$ cat src/rtl/ceg_pkg.sv
`timescale 1ns/1ps
package ceg_pkg;
  typedef enum logic [1:0] {
    GATE_CLOSED = 2'd0,
    GATE_OPEN   = 2'd1,
    GATE_DRAIN  = 2'd2
  } gate_st_e;
endpackage

$ cat src/rtl/ceg_grace_timer.sv
`timescale 1ns/1ps
module ceg_grace_timer #(
  parameter int GRACE_CYC = 3000
) (
  input  logic clk_i,
  input  logic rst_ni,
  input  logic load_i,
  input  logic run_i,
  output logic expired_o
);
  localparam int CW = (GRACE_CYC < 2) ? 1 : $clog2(GRACE_CYC);

  logic [CW-1:0] cnt_q;

  always_ff @(posedge clk_i or negedge rst_ni) begin
    if (!rst_ni) begin
      cnt_q <= '0;
    end else if (load_i) begin
      cnt_q <= CW'(GRACE_CYC - 1);
    end else if (run_i && cnt_q != '0) begin
      cnt_q <= cnt_q - 1'b1;
    end
  end

  assign expired_o = (cnt_q == '0);
endmodule

$ cat src/rtl/ceg_fsm.sv
`timescale 1ns/1ps
module ceg_fsm
  import ceg_pkg::*;
(
  input  logic clk_i,
  input  logic rst_ni,
  input  logic ce_ni,
  input  logic sup_rst_i,
  input  logic pwr_down_i,
  input  logic batt_i,
  input  logic expired_i,
  output logic load_o,
  output logic run_o,
  output logic gate_en_o
);
  gate_st_e st_q, st_d;
  logic     gate_q;

  always_comb begin
    st_d = st_q;
    unique case (st_q)
      GATE_OPEN: begin
        if (batt_i)         st_d = GATE_CLOSED;
        else if (sup_rst_i) st_d = (pwr_down_i && !ce_ni) ? GATE_DRAIN : GATE_CLOSED;
      end
      GATE_DRAIN: begin
        if (batt_i)                             st_d = GATE_CLOSED;
        else if (!sup_rst_i)                    st_d = GATE_OPEN;
        else if (!pwr_down_i || ce_ni || expired_i) st_d = GATE_CLOSED;
      end
      GATE_CLOSED: begin
        if (!batt_i && !sup_rst_i) st_d = GATE_OPEN;
      end
      default: st_d = GATE_CLOSED;
    endcase
  end

  always_ff @(posedge clk_i or negedge rst_ni) begin
    if (!rst_ni) begin
      st_q   <= GATE_CLOSED;
      gate_q <= 1'b0;
    end else begin
      st_q   <= st_d;
      gate_q <= (st_d != GATE_CLOSED);
    end
  end

  // timer restarts on every fresh entry into the grace window
  assign load_o    = (st_q == GATE_OPEN) && (st_d == GATE_DRAIN);
  assign run_o     = (st_q == GATE_DRAIN);
  assign gate_en_o = gate_q;
endmodule

$ cat src/rtl/ceg_out_gate.sv
`timescale 1ns/1ps
module ceg_out_gate (
  input  logic gate_en_i,
  input  logic batt_i,
  input  logic ce_ni,
  output logic ce_no
);
  // closed or battery: drive inactive high
  assign ce_no = (gate_en_i && !batt_i) ? ce_ni : 1'b1;
endmodule

$ cat src/rtl/ce_gate_ctrl.sv
`timescale 1ns/1ps
module ce_gate_ctrl #(
  parameter int GRACE_CYC = 3000
) (
  input  logic clk_i,
  input  logic rst_ni,
  input  logic ce_ni,
  input  logic sup_rst_i,
  input  logic pwr_down_i,
  input  logic batt_i,
  output logic ce_no,
  output logic gate_open_o
);
  logic load, run, expired, gate_en;

  ceg_grace_timer #(.GRACE_CYC(GRACE_CYC)) u_timer (
    .clk_i     (clk_i),
    .rst_ni    (rst_ni),
    .load_i    (load),
    .run_i     (run),
    .expired_o (expired)
  );

  ceg_fsm u_fsm (
    .clk_i      (clk_i),
    .rst_ni     (rst_ni),
    .ce_ni      (ce_ni),
    .sup_rst_i  (sup_rst_i),
    .pwr_down_i (pwr_down_i),
    .batt_i     (batt_i),
    .expired_i  (expired),
    .load_o     (load),
    .run_o      (run),
    .gate_en_o  (gate_en)
  );

  ceg_out_gate u_out (
    .gate_en_i (gate_en),
    .batt_i    (batt_i),
    .ce_ni     (ce_ni),
    .ce_no     (ce_no)
  );

  assign gate_open_o = gate_en;
endmodule

$ cat config.mk
export PLATFORM = sky130hd
export DESIGN_NAME = ce_gate_ctrl
export DESIGN_NICKNAME = d
export VERILOG_FILES = /design/src/rtl/ceg_pkg.sv /design/src/rtl/ceg_grace_timer.sv /design/src/rtl/ceg_fsm.sv /design/src/rtl/ceg_out_gate.sv /design/src/rtl/ce_gate_ctrl.sv
export SDC_FILE = /design/constraint.sdc
export NUM_CORES = 1
export LEC_CHECK = 0
export BUFFER_PORTS_ARGS = -buffer_cell sky130_fd_sc_hd__buf_4
export CORE_MARGIN = 2
export CORE_UTILIZATION = 35
export DETAILED_ROUTE_END_ITERATION = 16
export PLACE_DENSITY = 0.6
export REMOVE_ABC_BUFFERS = 1
export SYNTH_ARGS = -nofsm -noshare
export SYNTH_HDL_FRONTEND = slang
export SYNTH_SLANG_ARGS = --single-unit
$ cat constraint.sdc
create_clock -name clk_i -period 5.2 [get_ports clk_i]
set_input_delay 0.52 -clock clk_i [delete_from_list [all_inputs] [get_ports clk_i]]
set_output_delay 0.52 -clock clk_i [all_outputs]
set_load 0.01 [all_outputs]
## After elaboration in Yosys (flattened, before gate mapping)

Index checks and enable logic that the tools add are counted.

| storage, ports and cells | value |
|---|---|
| output and inout port bits | 2 |
| register bits | 15 |

| cells by class | value |
|---|---|
| muxes and demuxes | 11 |
| add/sub/neg operators | 1 |
| equality and inequality tests | 3 |
| reductions and logical operators | 16 |

Operator list:

| kind | number |
|---|---|
| 12-bit two-way mux | 2 |
| 2-bit two-way mux | 7 |
| 12-bit logical NOT | 1 |
| 12-bit nonzero test | 1 |
| 12-bit by 1-bit subtractor with 12-bit output, second input constant | 1 |
| 2-bit case mux with 3 select lines | 1 |
| 1-bit logical AND | 5 |
| 2-bit == test, second input constant | 2 |
| 1-bit logical NOT | 4 |
| 2-bit nonzero test | 2 |
| 2-bit by 1-bit == test with 1-bit output, second input constant | 1 |
| 2-bit logical NOT | 1 |
| 1-bit logical OR | 2 |
| 1-bit two-way mux | 1 |

## Longest topological paths before layout

Gate-level depths: netlist of run 1.

| logic depth | value |
|---|---|
| depth in word-level cells | 10 |
| gate-level depth with buffers | 6 |

## Modules after synthesis

Synthesis of run 1 repeated with hierarchy kept, for this count alone.

| unflattened totals | value |
|---|---|
| cells, all modules | 93 |
| area, all modules | 892.1 µm² |

Modules (own cells, without submodules):

| module | seq. area each (µm²) | cells each | area an instance (µm²) | times used |
|---|---|---|---|---|
| ceg_grace_timer | 300.3 | 77 | 714.4 | 1 |
| ceg_fsm | 75.1 | 15 | 168.9 | 1 |
| ceg_out_gate | 0.0 | 1 | 8.8 | 1 |

## Worst setup path before layout of run 1

OpenSTA, ideal clock, no wires.

| timing | value |
|---|---|
| kind | reg2reg |
| start | reg u_timer.cnt_q[5] |
| end | reg u_timer.cnt_q[11] |
| setup slack | 3.557 ns |
| data required time | 5.074 ns |
| arrival time | 1.516 ns |
| setup time | 0.126 ns |
| stages on the path, launching flop included | 5 |
| clock period less this slack | 1.643 ns |
| cells stage by stage | dfrtp_1 -> or4_4 -> nor4_4 -> a21boi_1 -> a311o_1 |

| between the ends | value |
|---|---|
| cells in the longest elaborated chain, start to end | 9 |
| elaborated cells on any way between the ends | 14 |

Ends and longest elaborated chain:

| what | RTL line | text |
|---|---|---|
| start: declaration | ceg_grace_timer.sv:13 | `logic [CW-1:0] cnt_q;` |
| start signal: assignment | ceg_grace_timer.sv:19 | `cnt_q <= CW'(GRACE_CYC - 1);` |
| start signal: assignment | ceg_grace_timer.sv:21 | `cnt_q <= cnt_q - 1'b1;` |
| 12-bit logical NOT | ceg_grace_timer.sv:25 | `assign expired_o = (cnt_q == '0);` |
| 1-bit logical OR | ceg_fsm.sv:29 | `else if (!pwr_down_i \|\| ce_ni \|\| expired_i) st_d = GATE_CLOSED;` |
| 2-bit two-way mux | ceg_fsm.sv:29 |  |
| 2-bit two-way mux | ceg_fsm.sv:28 | `else if (!sup_rst_i) st_d = GATE_OPEN;` |
| 2-bit two-way mux | ceg_fsm.sv:27 | `if (batt_i) st_d = GATE_CLOSED;` |
| 2-bit case mux with 3 select lines | ceg_fsm.sv:21 | `unique case (st_q)` |
| 2-bit == test | ceg_fsm.sv:49 | `assign load_o = (st_q == GATE_OPEN) && (st_d == GATE_DRAIN);` |
| 1-bit logical AND | ceg_fsm.sv:49 |  |
| 12-bit two-way mux or 2-bit nonzero test (tied branches) | - |  |

Several ways; a longest one is shown, not always the timed one. The select of a mux whose other input is x is not followed.
A chain may end at the register's enable or synchronous reset.

## Worst setup path after layout of run 1

| timing | value |
|---|---|
| start | reg u_timer.cnt_q[1] |
| end | reg u_timer.cnt_q[5] |

The elaborated chain is that of the path after synthesis.

==> metrics.yaml, run 1 <==
dp_hpwl_um: 1330
multi_input_area_um2: 473
yosys-top-cells-count: "15 x dfrtp_1, 11 x nor2_1, 8 x nand2_1"
slew_headroom_pct: 66.4
status: "complete, no violations"
core-area_um2: 2410
fmax_ghz: 0.527
fin_tns_setup_ns: 0
tritoncts: "yes"
numCtsBuffers: 3
grt_pass1_wl_um: 2950
grt_pass1_vias: 655
post-synth-top-count-cell: "dfrtp_1"
p_leak_nw: 0.377
htree_levels: 1
endpoint: "u_timer.cnt_q[5]$_DFFE_PN0P_"
yosys_warnings: 0
die_area_um2: 2890
clk_latency_ns: 0.29
io_buffers: 7
cts_setup_buffers: 0
yosys.area.top_type: "dfrtp_1"
synth_ff_type: "dfrtp_1"
ys_top_cells_by_area: "dfrtp_1 43%, nor4_4 4.9%, nor2_1 4.8%, nand2_1 3.5%, xor2_1 3.0%"
synthDistinctLibCells: 34
path_class: "flop to flop"
max_cap_violations: 0
die_w_um: 53.8
layout-drive-gt1-share_pct: 22.4
synth_edf_count: 0
crit_start: "u_timer.cnt_q[1]$_DFFE_PN0P_"
grt_use_total_pct: 14.4
cts.sinks: 15
cts_resized: 0
postSynthAreaPerCell_um2: 9.97
drc: 0
r2r_start: "u_timer.cnt_q[1]$_DFFE_PN0P_"
grt_setup_unrepaired: "false"
synth-async-reset-ratio_pct: 100
wl_per_cell_um: 14.2
seq_area_um2: 375
hold_class: "input pin to asynchronous set/reset pin"
io_pins: 8
drt_iter0_markers: 13
pre_cts_ws_ns: 3.31
wl_um: 1820
fillers: 226
worstRegToRegCells: 6
final.period_utilization_pct: 36.5
synth_area_um2: 867
timing.final.ws_setup_ns: 3.30
cp.required_ns: 5.42
cp_max_fo: 6
crit_arrival_ns: 2.12
synth_top_area_share_pct: 43.3
nets: 106
gp_congestion: 0.792
antenna_found_initial: 0
clock_tree.buffer_depth: 2
hold_viol_final: 0
worstMarginPinSlew_ns: 0.500
worstReg2RegEnd: "u_timer.cnt_q[5]$_DFFE_PN0P_"
setup_viol: 0
first_pass_iters: 4
peakVddDrop_v: 0.000120
yosys_register_bits: 15
yosysSeqAreaShare_pct: 43.3
skew_ns: 0.0106
syn_inst: 87
num_antenna_cells: 0
fp-row-count: 18
hold_buffers: 0
critical_path.endpoint_type: "flop"
rrSetupSlack_ns: 3.30
final_max_slew_viol_count: 0
initial_core_util_pct: 36.0
via_per_inst: 5.41
die_h_um: 53.8
pwr_density_cell_nw_per_um2: 228
area.growth.synth_to_final_pct: 13.4
grt_max_degree: 16
grt.overflow.total: 0
ant_nets: 0
clkTransAtPathRegs_ns: 0.10
min_period_ns: 1.90
dr_total_vias: 692
critPathLaunchType: "flop"
cts-root-buf: "clkbuf_4"
## cells in the final DEF, fill, tap and decap left out, types with 2 or more instances in the layout
cell / n
a31oi_1: 2
mux2i_1: 2
a31o_2: 2
nor4_4: 2
nand3_1: 3
dfrtp_1: 15
buf_4: 7
nand4b_1: 2
or2_2: 2
xor2_1: 3
nand4_1: 2
clkbuf_4: 3
inv_1: 5
nor2_1: 11
o21ai_0: 4
nand2_1: 8
or2b_2: 2
o211ai_1: 2
a21oi_1: 3
## through the flow
stage	util (%)	cell area (um2)	cells	hold slack (ns)	power, W
floorplan	-	867	87	0.224	0.000146
global placement	39.7	957	124	0.385	0.000156
detailed placement	39.7	957	124	0.392	0.000157
CTS	40.8	983	128	0.0676	0.000226
global route	40.8	983	128	0.0581	0.000236
finish	40.8	983	128	0.0643	0.000224
## where the power goes
| group | internal (W) | leakage (nW) | switching, W | total [W] |
|---|---|---|---|---|
| Sequential | 0.000123 | 0.159 | 0.00000893 | 0.000132 |
| Combinational | 0.0000119 | 0.202 | 0.0000103 | 0.0000222 |
| Clock | 0.0000298 | 0.0150 | 0.0000400 | 0.0000698 |
| Total | 0.000165 | 0.377 | 0.0000591 | 0.000224 |
## critical path, cell delays in order, from the launching register on
cell and delay (ns):
dfrtp_1 0.44, inv_1 0.08, ha_1 0.23, nor3b_2 0.37
nand3_1 0.28, and4_2 0.31, o21ai_0 0.13
## per-layer routing
layer  wire length (um)  GRT usage, %  part of all wire, %
met5                  0             0                    0
met1                893          18.3                   49
met2                854          24.4                   47
met3                 75          5.00                  4.1
met4                  0          1.28                    0
## state kept, by name (all words and copies together), names as in the netlist
signal,count
u_timer.cnt_q,12
u_fsm.gate_en_o,1
u_fsm.st_q,2
## logic make-up after synthesis
kind of cell | synth area share (%)
AND/OR/NAND/NOR | 32.8
AO/OA/AOI/OAI | 15.0
flip-flops | 43.3
buffers and inverters | 2.16
XOR/XNOR | 3.03
multiplexers | 2.31
adder cells (fa/ha/maj) | 1.44
## worst min path at each step
stage | slack, ns | cells after the start | start | endpoint
6_report | 0.06 | 1 | rst_ni | u_timer.cnt_q[5]$_DFFE_PN0P_
5_1_grt | 0.06 | 1 | rst_ni | u_timer.cnt_q[5]$_DFFE_PN0P_
2_1_floorplan | 0.22 | 0 | rst_ni | u_fsm.gate_en_o$_DFF_PN0_
4_1_cts | 0.07 | 1 | rst_ni | u_timer.cnt_q[5]$_DFFE_PN0P_
3_5_place_dp | 0.39 | 1 | rst_ni | u_timer.cnt_q[5]$_DFFE_PN0P_
3_3_place_gp | 0.39 | 1 | rst_ni | u_timer.cnt_q[7]$_DFFE_PN0P_
## final cells by class
| cell class | count | share of cell area, % |
|---|---|---|
| sequential | 15 | 38.2 |
| inverter | 5 | 1.91 |
| timing repair buffer | 7 | 5.34 |
| tap | 30 | 3.82 |
| clock buffer | 4 | 2.67 |
| multi-input combinational | 67 | 48.1 |
Note: power is estimated with default switching activity, not from simulation.
==> inputs of run 2 (changes only) <==
==> constraint.sdc (replaced) <==
create_clock -name clk_i -period 1.9 [get_ports clk_i]
set_input_delay 0.19 -clock clk_i [delete_from_list [all_inputs] [get_ports clk_i]]
set_output_delay 0.19 -clock clk_i [all_outputs]
set_load 0.01 [all_outputs]
==> run 2 against run 1 <==
Sequential share of layout area decreased by 2.6 points; global-route usage increased by 1.2 points; flip-flop and latch count unchanged; fmax increased by 9.1%; combinational power increased to 3.0 times the previous value; utilization increased by 3.0 points; first-iteration DRC count decreased by 31%.
==> metrics.yaml, run 2 (same netlist as run 1, synthesis figures left out) <==
wl_per_cell_um: 13.5
io_buffers: 7
dr_total_vias: 738
skew_ns: 0.00551
grt.overflow.total: 0
numCtsBuffers: 3
initial_core_util_pct: 36.0
layout-drive-gt1-share_pct: 27.9
switching_share_pct: 25.6
pwr_density_cell_nw_per_um2: 579
crit_chain: "inv_1 > ha_1 > nor3b_4 > nand3_4 > and4_2 > o21ai_0"
cp_max_fo: 6
max_cap_violations: 0
timing.final.ws_setup_ns: 0.161
grt_max_degree: 16
grt_use_total_pct: 15.6
setup_viol: 0
critical_path.endpoint_type: "flop"
regMostFlops: "u_timer.cnt_q"
via_per_inst: 5.51
tritoncts: "yes"
status: "complete, no violations"
min_period_ns: 1.74
die_area_um2: 2890
hold_class: "input pin to flop"
io_pins: 8
hold_slack_ns: 0.0762
htree_levels: 1
gp_congestion: 0.772
cts.sinks: 15
antenna_found_initial: 0
cts_setup_buffers: 0
fmax_ghz: 0.575
path_delay_family: "simple AND/OR/NAND/NOR gates"
crit_arrival_ns: 1.94
first_pass_iters: 4
slew_headroom_pct: 69.7
fp-row-count: 18
nets: 112
clk_latency_ns: 0.28
grt_pass1_vias: 719
num_antenna_cells: 0
worstMarginPinSlew_ns: 0.451
mostFrequentLayoutCells: "15 x dfrtp_1, 12 x buf_4, 11 x nor2_1"
cts-root-buf: "clkbuf_4"
switching_power_w: 0.000156
power_frac_comb_pct: 10.7
final_max_slew_viol_count: 0
ant_nets: 0
final.period_utilization_pct: 91.5
seqPwrFrac_pct: 59.3
drc: 0
critPathLaunchType: "flop"
grt_pass1_wl_um: 3270
p_leak_nw: 0.417
path_class: "flop to flop"
area.growth.synth_to_final_pct: 21.8
core-area_um2: 2410
wl_um: 1800
design_area_um2: 1060
dp_hpwl_um: 1370
peakVddDrop_v: 0.000399
p_clk_share_pct: 30.0
slowest_stage: "dfrtp_1"
clkTransAtPathRegs_ns: 0.09
clock_tree.buffer_depth: 2
layout_commonest_cell: "dfrtp_1"
die_h_um: 53.8
p_int_w: 0.000455
cpPeakStageDelay_ns: 0.44
die_w_um: 53.8
critPathBufInv: 1
largest_reg_flops: 12
hold_viol_final: 0
drt_iter0_markers: 9
dpl_cell_area_um2: 995
cp.required_ns: 2.10
pre_cts_ws_ns: 0.0464
## run 2: per-layer routing
layer  GRT usage [%]  wire length (um)  up-vias
met3            5.00                75        0
met1            21.6               873      359
li1                -                 -      363
met5               0                 0        -
met4            1.28                 0        0
met2            24.6               855       16
## run 2: area by class of cell
cell class | instances | area [um2]
tap | 30 | 37.5
clock buffer | 4 | 26.3
timing repair buffer | 13 | 100
multi-input combinational | 67 | 498
sequential | 15 | 375
inverter | 5 | 18.8
fill | 220 | 1350
## run 2: metrics by stage
step | setup TNS, ns | utilization (%) | total power (W) | std cells
after floorplan | 0 | - | 0.000399 | 87
after global placement | 0 | 41.3 | 0.000428 | 129
after detailed placement | 0 | 41.3 | 0.000430 | 129
after CTS | 0 | 42.8 | 0.000621 | 134
after global routing | -0.0159 | 43.8 | 0.000649 | 134
final | 0 | 43.8 | 0.000611 | 134
## run 2: path summary, 6_finish.rpt
check	end	depth (start not counted)	start	slack [ns]
hold reg to reg	u_timer.cnt_q[7]$_DFFE_PN0P_	1	u_timer.cnt_q[7]$_DFFE_PN0P_	0.55
hold / removal	u_fsm.st_q[0]$_DFF_PN0_	2	sup_rst_i	0.08
setup reg to reg	u_timer.cnt_q[5]$_DFFE_PN0P_	6	u_timer.cnt_q[1]$_DFFE_PN0P_	0.16
min in group asynchronous	u_timer.cnt_q[6]$_DFFE_PN0P_	2	rst_ni	0.29
setup / recovery	u_timer.cnt_q[5]$_DFFE_PN0P_	6	u_timer.cnt_q[1]$_DFFE_PN0P_	0.16
max in group asynchronous	u_fsm.st_q[1]$_DFF_PN0_	2	rst_ni	1.42
## run 2: power by group through the flow
stage	sequential (W)	combinational (W)	clock, W
4_1_cts	0.000360	0.0000667	0.000194
3_5_place_dp	0.000366	0.0000646	0
6_report	0.000362	0.0000657	0.000183
3_3_place_gp	0.000366	0.0000624	0
2_1_floorplan	0.000363	0.0000360	0
5_1_grt	0.000367	0.0000747	0.000208
## run 2: what timing repair did
item,4_1_cts,5_1_grt
gates resized for setup,0,4
endpoints found under the hold margin,15,0
setup endpoints to repair,0,3
hold buffers,1,0
==> inputs of run 3 (changes only) <==
--- a/config.mk
+++ b/config.mk
@@ -9,6 +9,7 @@
 export CORE_MARGIN = 2
 export CORE_UTILIZATION = 35
 export DETAILED_ROUTE_END_ITERATION = 16
+export GPL_TIMING_DRIVEN = 0
 export PLACE_DENSITY = 0.6
 export REMOVE_ABC_BUFFERS = 1
 export SYNTH_ARGS = -nofsm -noshare
==> run 3 against run 2 <==
Combinational power fell by 6.4%; global-route usage grew 0.21 points; cell count is 2.2% lower; hold slack got worse by 0.0055 ns; fmax is 3.9% lower; sequential share of layout area grew 1.0 points; clock power about the same; wire length up 2.1%; utilization shrank 1.2 points; register-to-register slack got worse by 0.07 ns; sequential power about the same; critical path type unchanged; critical endpoint is now u_timer.cnt_q[11]$_DFFE_PN0P_; largest cell class unchanged; highest routed layer unchanged.
==> metrics.yaml, run 3 (same netlist as run 1, synthesis figures left out) <==
status: "complete, no violations"
layout_commonest_cell: "dfrtp_1"
fp-row-count: 18
io_buffers: 7
mostFrequentLayoutCells: "15 x dfrtp_1, 11 x nor2_1, 9 x buf_4"
core-area_um2: 2410
fillers: 238
worstRegToRegCells: 4
p_leak_nw: 0.403
slew_headroom_pct: 61.6
min_period_ns: 1.81
grt.overflow.total: 0
die_area_um2: 2890
first_pass_iters: 5
grt_setup_unrepaired: "true"
grt_busiest_layer: "met2"
tritoncts: "yes"
wl_per_cell_um: 14.0
grt.met2_usage_pct: 26.8
clk_latency_ns: 0.29
final.period_utilization_pct: 95.2
clkTransAtPathRegs_ns: 0.08
path_class: "flop to flop"
grt_pass1_wl_um: 3250
regMostFlops: "u_timer.cnt_q"
initial_core_util_pct: 36.0
design_area_um2: 1030
drc: 0
pwr_density_cell_nw_per_um2: 594
grt_max_degree: 16
fin_util_pct: 42.6
met3_usage_pct: 5.83
gp_congestion: 0.763
io_pins: 8
hold_viol_final: 0
crit_arrival_ns: 1.98
numCtsBuffers: 3
via_per_inst: 5.60
cp.required_ns: 2.07
antenna_found_initial: 0
use_met1_pct: 19.2
die_h_um: 53.8
fmax_ghz: 0.553
wl_um: 1840
dr_total_vias: 733
cts-root-buf: "clkbuf_4"
peakVddDrop_v: 0.000353
largest_reg_flops: 12
min_path_cells: 2
die_w_um: 53.8
setup_viol: 0
drt_iter0_markers: 16
grt_use_total_pct: 15.8
max_cap_violations: 0
htree_levels: 1
num_antenna_cells: 0
clock_tree.buffer_depth: 2
nets: 109
dp_hpwl_um: 1330
final_max_slew_viol_count: 0
critPathLaunchType: "flop"
cp_max_fo: 8
grt_pass1_vias: 739
hold_class: "input pin to flop"
area.growth.synth_to_final_pct: 18.3
ant_nets: 0
dpl_cell_area_um2: 957
layout-drive-gt1-share_pct: 25.7
critical_path.endpoint_type: "flop"
worstMarginPinSlew_ns: 0.570
skew_ns: 0.00544
cts.sinks: 15
## run 3: report_power, final
group	internal, W	switching (W)	leakage, nW
combinational	0.0000345	0.0000270	0.228
sequential	0.000337	0.0000254	0.159
clock	0.0000816	0.000103	0.0150
total	0.000454	0.000155	0.403
## run 3: what timing repair did
| action | CTS | global route |
|---|---|---|
| setup endpoints to repair | 1 | 6 |
| gates resized for setup | 1 | 2 |
| hold buffers | 1 | 0 |
| endpoints found under the hold margin | 15 | 0 |
| cloned | 0 | 0 |
| buffers inserted | 0 | 2 |
## run 3: critical path: stages, from the launching register on
cell,delay (ns)
dfrtp_1,0.45
or2_2,0.35
nor4_4,0.44
a21boi_1,0.12
a311o_1,0.33
## run 3: area by class of cell
| class | instances | area (um2) | share of cell area [%] |
|---|---|---|---|
| multi-input combinational | 67 | 490 | 47.8 |
| sequential | 15 | 375 | 36.6 |
| timing repair buffer | 10 | 77.6 | 7.56 |
| tap | 30 | 37.5 | 3.66 |
| clock buffer | 4 | 26.3 | 2.56 |
| inverter | 5 | 18.8 | 1.83 |
## run 3: routing by layer
layer  routed length (um)  share of wire (%)  up-vias
met5                    0                  0        -
met4                    0                  0        0
met3                   88                4.8        0
met2                  899                 49       19
met1                  852                 46      356
li1                     -                  -      358
## run 3: final timing paths
path / from / end / slack (ns)
hold reg to reg: u_timer.cnt_q[7]$_DFFE_PN0P_ / u_timer.cnt_q[7]$_DFFE_PN0P_ / 0.54
min in group asynchronous: rst_ni / u_timer.cnt_q[5]$_DFFE_PN0P_ / 0.28
setup / recovery: u_fsm.st_q[0]$_DFF_PN0_ / u_timer.cnt_q[11]$_DFFE_PN0P_ / 0.09
setup reg to reg: u_fsm.st_q[0]$_DFF_PN0_ / u_timer.cnt_q[11]$_DFFE_PN0P_ / 0.09
max in group asynchronous: rst_ni / u_fsm.gate_en_o$_DFF_PN0_ / 1.44
hold / removal: sup_rst_i / u_fsm.st_q[0]$_DFF_PN0_ / 0.07
## run 3: stage by stage
| step | setup WS [ns] | std cells | power [W] | TNS [ns] | hold WS (ns) |
|---|---|---|---|---|---|
| after global placement | 0.0204 | 124 | 0.000425 | 0 | 0.0582 |
| after detailed placement | -0.00914 | 124 | 0.000427 | -0.00914 | 0.0588 |
| after CTS | 0.0393 | 129 | 0.000622 | 0 | 0.0554 |
| after floorplan | 0.257 | 87 | 0.000399 | 0 | -0.106 |
| after global routing | -0.0262 | 131 | 0.000651 | -0.0507 | 0.0596 |
| final | 0.0915 | 131 | 0.000609 | 0 | 0.0707 |
